File: config.mk
export PLATFORM = sky130hd
export DESIGN_NAME = uart_os16
export DESIGN_NICKNAME = d
export VERILOG_FILES = /design/src/rtl/uart_os16_pkg.sv /design/src/rtl/uart_os16_tick.sv /design/src/rtl/uart_os16_fifo.sv /design/src/rtl/uart_os16_tx.sv /design/src/rtl/uart_os16_rx.sv /design/src/rtl/uart_os16.sv
export SDC_FILE = /design/constraint.sdc
export NUM_CORES = 1
export LEC_CHECK = 0
export BUFFER_PORTS_ARGS = -buffer_cell sky130_fd_sc_hd__buf_2
export CAP_MARGIN = 30
export CORE_MARGIN = 3
export CORE_UTILIZATION = 35
export CTS_CLUSTER_SIZE = 20
export DETAILED_ROUTE_END_ITERATION = 8
export SYNTH_ARGS = -nofsm -noshare
export SYNTH_HDL_FRONTEND = slang
export SYNTH_HIERARCHICAL = 1
export SYNTH_SLANG_ARGS = --single-unit
File: constraint.sdc
create_clock -name clk -period 5.89 [get_ports clk]
set_input_delay 0 -clock clk [delete_from_list [all_inputs] [get_ports clk]]
set_output_delay 0 -clock clk [all_outputs]
set_load 0.05 [all_outputs]
File: src/rtl/uart_os16_pkg.sv
package uart_os16_pkg;
  localparam int OSR = 16;
  typedef enum logic [2:0] {TX_IDLE, TX_ARM, TX_START, TX_DATA, TX_STOP} tx_state_e;
endpackage

File: src/rtl/uart_os16_tick.sv
module uart_os16_tick #(
  parameter int DIV_W = 16
) (
  input  logic             clk,
  input  logic             rst,
  input  logic [DIV_W-1:0] divisor,
  output logic             tick
);
  logic [DIV_W-1:0] cnt;

  always_ff @(posedge clk) begin
    if (rst) begin
      cnt  <= '0;
      tick <= 1'b0;
    end else if (cnt >= divisor) begin
      cnt  <= '0;
      tick <= 1'b1;
    end else begin
      cnt  <= cnt + DIV_W'(1);
      tick <= 1'b0;
    end
  end
endmodule

File: src/rtl/uart_os16_fifo.sv
module uart_os16_fifo #(
  parameter int W     = 8,
  parameter int DEPTH = 4,
  localparam int AW   = $clog2(DEPTH),
  localparam int CW   = AW + 1
) (
  input  logic          clk,
  input  logic          rst,
  input  logic          push,
  input  logic [W-1:0]  wdata,
  input  logic          pop,
  output logic [W-1:0]  rdata,
  output logic [CW-1:0] count
);
  logic [W-1:0]  mem [DEPTH];
  logic [AW-1:0] wptr, rptr;
  logic          push_ok, pop_ok;

  assign push_ok = push && (count != CW'(DEPTH));
  assign pop_ok  = pop && (count != '0);

  always_ff @(posedge clk) begin
    if (push_ok) mem[wptr] <= wdata;
  end

  always_ff @(posedge clk) begin
    if (pop_ok) rdata <= mem[rptr];
  end

  always_ff @(posedge clk) begin
    if (rst) begin
      wptr  <= '0;
      rptr  <= '0;
      count <= '0;
    end else begin
      if (push_ok) wptr <= (wptr == AW'(DEPTH - 1)) ? '0 : wptr + AW'(1);
      if (pop_ok)  rptr <= (rptr == AW'(DEPTH - 1)) ? '0 : rptr + AW'(1);
      case ({push_ok, pop_ok})
        2'b10:   count <= count + CW'(1);
        2'b01:   count <= count - CW'(1);
        default: count <= count;
      endcase
    end
  end
endmodule

File: src/rtl/uart_os16_tx.sv
module uart_os16_tx
  import uart_os16_pkg::*;
#(
  parameter int W = 8
) (
  input  logic         clk,
  input  logic         rst,
  input  logic         tick,
  input  logic         enable,
  input  logic         two_stop,
  input  logic         empty,
  input  logic [W-1:0] rdata,
  output logic         pop,
  output logic         txd
);
  localparam int SW = $clog2(OSR);
  localparam int BW = $clog2(W);
  localparam logic [SW-1:0] SUB_LAST = SW'(OSR - 1);

  tx_state_e     st;
  logic [SW-1:0] sub;
  logic [BW-1:0] bitn;
  logic [W-1:0]  shr;
  logic          extra;

  assign pop = tick && (st == TX_IDLE) && enable && !empty;

  always_ff @(posedge clk) begin
    if (rst) begin
      st    <= TX_IDLE;
      txd   <= 1'b1;
      sub   <= '0;
      bitn  <= '0;
      shr   <= '0;
      extra <= 1'b0;
    end else if (tick) begin
      case (st)
        TX_IDLE: if (pop) st <= TX_ARM;
        TX_ARM: begin
          shr <= rdata;
          txd <= 1'b0;
          sub <= '0;
          st  <= TX_START;
        end
        TX_START: begin
          sub <= sub + SW'(1);
          if (sub == SUB_LAST) begin
            txd  <= shr[0];
            shr  <= shr >> 1;
            bitn <= '0;
            st   <= TX_DATA;
          end
        end
        TX_DATA: begin
          sub <= sub + SW'(1);
          if (sub == SUB_LAST) begin
            if (bitn == BW'(W - 1)) begin
              txd   <= 1'b1;
              extra <= two_stop;
              st    <= TX_STOP;
            end else begin
              txd  <= shr[0];
              shr  <= shr >> 1;
              bitn <= bitn + BW'(1);
            end
          end
        end
        TX_STOP: begin
          sub <= sub + SW'(1);
          if (sub == SUB_LAST) begin
            if (extra) extra <= 1'b0;
            else       st    <= TX_IDLE;
          end
        end
        default: st <= TX_IDLE;
      endcase
    end
  end
endmodule

File: src/rtl/uart_os16_rx.sv
module uart_os16_rx
  import uart_os16_pkg::*;
#(
  parameter int W = 8
) (
  input  logic         clk,
  input  logic         rst,
  input  logic         tick,
  input  logic         enable,
  input  logic         rxd_s,
  output logic         push,
  output logic [W-1:0] data
);
  localparam int SW  = $clog2(OSR);
  localparam int BW  = $clog2(W + 2);
  localparam int MID = OSR / 2;

  logic          busy, s0, s1, vote;
  logic [SW-1:0] sub;
  logic [BW-1:0] bitn;

  assign vote = (s0 & s1) | (s0 & rxd_s) | (s1 & rxd_s);

  always_ff @(posedge clk) begin
    if (rst) begin
      busy <= 1'b0;
      sub  <= '0;
      bitn <= '0;
      s0   <= 1'b1;
      s1   <= 1'b1;
      data <= '0;
      push <= 1'b0;
    end else begin
      push <= 1'b0;
      if (!enable) begin
        busy <= 1'b0;
      end else if (tick) begin
        if (!busy) begin
          if (!rxd_s) begin
            busy <= 1'b1;
            sub  <= SW'(1);
            bitn <= '0;
          end
        end else begin
          sub <= sub + SW'(1);
          if (sub == SW'(OSR - 1)) bitn <= bitn + BW'(1);
          if (sub == SW'(MID - 1)) s0 <= rxd_s;
          if (sub == SW'(MID))     s1 <= rxd_s;
          if (sub == SW'(MID + 1)) begin
            if (bitn == '0) begin
              if (vote) busy <= 1'b0;
            end else if (bitn == BW'(W + 1)) begin
              busy <= 1'b0;
              push <= vote;
            end else begin
              data <= {vote, data[W-1:1]};
            end
          end
        end
      end
    end
  end
endmodule

File: src/rtl/uart_os16.sv
module uart_os16 #(
  parameter int DIV_W = 16,
  parameter int W     = 8,
  parameter int DEPTH = 4,
  localparam int CW   = $clog2(DEPTH) + 1
) (
  input  logic             clk,
  input  logic             rst,
  input  logic [DIV_W-1:0] divisor,
  input  logic             two_stop,
  input  logic             tx_enable,
  input  logic             rx_enable,
  input  logic [CW-1:0]    tx_wmark,
  input  logic [CW-1:0]    rx_wmark,
  input  logic             wr_valid,
  input  logic [W-1:0]     wr_data,
  input  logic             rd_req,
  output logic             rd_valid,
  output logic [W-1:0]     rd_data,
  input  logic             rxd,
  output logic             txd,
  output logic             tx_irq,
  output logic             rx_irq
);
  logic          tick, tx_pop, rx_push, rxd_s;
  logic [1:0]    rx_sync;
  logic [W-1:0]  tx_rdata, rx_byte;
  logic [CW-1:0] tx_count, rx_count;

  always_ff @(posedge clk) begin
    if (rst) rx_sync <= '1;
    else     rx_sync <= {rx_sync[0], rxd};
  end
  assign rxd_s = rx_sync[1];

  uart_os16_tick #(.DIV_W(DIV_W)) i_tick (
    .clk(clk), .rst(rst), .divisor(divisor), .tick(tick)
  );

  uart_os16_fifo #(.W(W), .DEPTH(DEPTH)) i_tx_fifo (
    .clk(clk), .rst(rst), .push(wr_valid), .wdata(wr_data),
    .pop(tx_pop), .rdata(tx_rdata), .count(tx_count)
  );

  uart_os16_tx #(.W(W)) i_tx (
    .clk(clk), .rst(rst), .tick(tick), .enable(tx_enable), .two_stop(two_stop),
    .empty(tx_count == '0), .rdata(tx_rdata), .pop(tx_pop), .txd(txd)
  );

  uart_os16_rx #(.W(W)) i_rx (
    .clk(clk), .rst(rst), .tick(tick), .enable(rx_enable), .rxd_s(rxd_s),
    .push(rx_push), .data(rx_byte)
  );

  uart_os16_fifo #(.W(W), .DEPTH(DEPTH)) i_rx_fifo (
    .clk(clk), .rst(rst), .push(rx_push), .wdata(rx_byte),
    .pop(rd_req), .rdata(rd_data), .count(rx_count)
  );

  always_ff @(posedge clk) begin
    if (rst) rd_valid <= 1'b0;
    else     rd_valid <= rd_req && (rx_count != '0);
  end

  always_ff @(posedge clk) begin
    tx_irq <= tx_count < tx_wmark;
    rx_irq <= rx_count > rx_wmark;
  end
endmodule

==> out/qor.csv <==
metric,value,unit
die_x,150,µm
max_freq,0.322,GHz
period_minus_slack,3.11,ns
syn_to_final_growth,17.4,%
reg2reg_to,i_tx_fifo/count[2],
maxCapViolations,0,
async_reset_ff_frac,0,
slew_headroom,0.572,
insertion_delay,0.43,ns
avgSynthCellArea,11.7,µm²
seq_area_frac_synth,0.538,
cts_made_buffers,17,
synth-seq-cells,156,
grt_pass1_vias,4828,
final-hold-violation-count,0,
status,finished clean,
clock-root-buffer,clkbuf_16,
postPlaceCellArea,7790,µm²
rows,52,
antenna_cells,0,
seqCellArea,3920,µm²
netlist_area,7290,µm²
antenna_left,0,
slowest_delay,0.69,ns
p_total,0.00238,W
grt_max_degree,50,
clock_skew,0.00957,ns
setup_viol,0,
gp_congestion,0.805,
cp_slowest_cell,dfxtp_1,
pre_cts_slack,2.80,ns
fill_cells,1921,
min_path_type,primary input to flop,
path_cells,nand2b_1 -> nor4_1 -> o31ai_1 -> inv_1 -> ha_1 -> inv_1 -> fa_1 -> xor2_1 -> or3_1 -> a21oi_1,
grt_overflow,0,
drt_iter0_markers,238,
hpwl,9840,µm
vias,4931,
clk_path_buf_depth,2,
end_kind,flop,
routed_wl,13900,µm
clkTransAtPathRegs,0.07,ns
synth-edff-count,80,
final_cells,970,
viasPerCell,5.08,
htreeDepth,4,
slew_viol_final,0,
wl_per_cell,14.4,µm
grt_pass1_wl,23300,µm
fp.dieH,150,µm
post-place-cells,922,
crit_start,i_tick/tick,
drive_gt1_frac,0.186,
synth_nets,706,
crit_cells,10,
first_pass_iters,4,
critPathRequiredTime,6.24,ns
ios,50,
grt_antenna_before_repair,0,
ys_warn_count,6,
path_buf_inv,2,
coreArea,20400,µm²
final_cell_area,8560,µm²
cp_top_family,simple AND/OR/NAND/NOR gates,
path_class,flop to flop,
crit_path_end,i_tx_fifo/count[2],
grtUsageTotal,0.128,
crit_path_max_fanout,19,
r2r_cells,10,
cts_tree,yes,
multi_input_area,3080,µm²
ff2ff_setup_slack,2.78,ns
synthCells,623,
crit_arrival,3.45,ns
synth_flop_cell,edfxtp_1,
powerDensity,278,nW/µm²
p_leak,3.13,nW
synth_cell_type_count,75,
dieArea,22600,µm²
cts_sinks,156,
r2r-start,i_tick/tick,
finalNetCount,770,
rsz0062_at_grt,no,
layout_worst_path_cycle_share,0.527,
cp_common_cell,inv_1,
setup_tns,0,ns
ir_worst_vdd,0.000219,V
start_util,0.358,
drc,0,
start_kind,flop,
setup_ws,2.78,ns
buffer_ports.inserted,49,
worst_slew_pin_slew,0.642,ns
per-stage QoR:
stage                      util  hold slack, ns
final                     0.420          0.0276
after detailed placement  0.382           0.213
after CTS                 0.420          0.0117
after global placement    0.382           0.210
after floorplan               -          0.0691
after global routing      0.420          0.0234
layout make-up:
| type | instances | share of cell area |
|---|---|---|
| sequential | 156 | 0.458 |
| clock inverter | 15 | 0.0219 |
| timing repair buffer | 67 | 0.0491 |
| multi-input combinational | 395 | 0.359 |
| tap | 270 | 0.0395 |
| inverter | 50 | 0.0219 |
| clock buffer | 17 | 0.0497 |
worst min-delay path by stage:
stage,slack (ns),to,depth (start not counted),from
6_report,0.03,tx_irq,4,tx_wmark[2]
5_1_grt,0.02,tx_irq,4,tx_wmark[2]
4_1_cts,0.01,tx_irq,4,tx_wmark[2]
3_5_place_dp,0.21,rx_sync[0],2,rxd
3_3_place_gp,0.21,i_tx_fifo/mem[3][4],1,wr_data[4]
2_1_floorplan,0.07,i_rx/sub[0],1,rst
what timing repair did:
action / in CTS / in global routing
hold endpoints to repair: 42 / 0
gates resized for setup: 0 / 0
hold buffers: 16 / 0
buffers inserted: 0 / 0
Yosys cell counts, types with 3 or more instances:
master	instances	area share
nor2b_1	4	0.0034
clkbuf_1	13	0.0067
ha_1	43	0.074
a21o_1	4	0.0041
o31ai_1	5	0.0052
mux4_2	16	0.049
a311oi_1	7	0.0084
nand2b_1	10	0.0086
nand3_1	17	0.012
and2_1	4	0.0034
inv_1	49	0.025
a211oi_1	6	0.0062
nand2_1	44	0.023
and4_1	3	0.0036
nor2_1	24	0.012
xnor2_1	10	0.012
buf_2	5	0.0034
nor3b_1	3	0.0031
or3_1	8	0.0069
and3_2	9	0.0093
xor2_1	7	0.0084
a21oi_1	32	0.022
nor3_1	23	0.016
o21ai_0	17	0.012
o21ai_1	5	0.0034
nand3b_1	4	0.0041
nor4_1	9	0.0077
and3_1	4	0.0034
mux2i_1	19	0.026
dfxtp_1	76	0.21
nand4_1	9	0.0077
edfxtp_1	80	0.33
worst min-delay path, stage by stage:
cell	delay, ns
buf_2	0.10
inv_1	0.09
ha_1	0.15
a21oi_2	0.06
sequential cells by signal, indices dropped and copies added, names as in the netlist, 8 cells and up:
name             count
i_rx/data            8
i_rx_fifo/mem       32
i_rx_fifo/rdata      8
i_tick/cnt          16
i_tx/shr             8
i_tx_fifo/mem       32
i_tx_fifo/rdata      8
cells in the final DEF (no fill, tap or decap), drive strengths merged, types with 3 or more instances in the layout:
cell type / instances
a211oi: 6
a21o: 4
a21oi: 33
a311oi: 7
and2: 6
and3: 13
and4: 3
buf: 51
clkbuf: 17
clkinv: 5
dfxtp: 76
dlygate4sd3: 16
edfxtp: 80
ha: 43
inv: 59
mux2i: 19
mux4: 16
nand2: 44
nand2b: 10
nand3: 19
nand3b: 4
nand4: 10
nor2: 26
nor2b: 4
nor3: 23
nor3b: 3
nor4: 9
o21ai: 23
o31ai: 7
or3: 9
xnor2: 10
xor2: 7
logic make-up after synthesis:
| group | share of synthesized area |
|---|---|
| adders and majority gates | 0.0809 |
| and+or+nand+nor | 0.150 |
| muxes | 0.0791 |
| DFF | 0.538 |
| xor gates and xnor gates | 0.0204 |
| AOI/OAI and AO/OA | 0.0922 |
| buffers and inverters | 0.0395 |
where the power goes:
part | total [W] | internal, W | switching (W)
clock | 0.00112 | 0.000616 | 0.000505
combinational | 0.0000964 | 0.0000446 | 0.0000518
sequential | 0.00116 | 0.00115 | 0.0000112
total | 0.00238 | 0.00181 | 0.000568
per-layer routing:
layer  global-route usage  vias up  routed length [µm]  share of wire
met5                    0        -                   0              0
met4               0.0457        0                 167          0.012
met3               0.0313       15                 525          0.038
met2                0.209      118                6800           0.49
met1                0.166     2376                6450           0.46
li1                     -     2422                   -              -
Note: power is estimated with default switching activity, not from simulation.
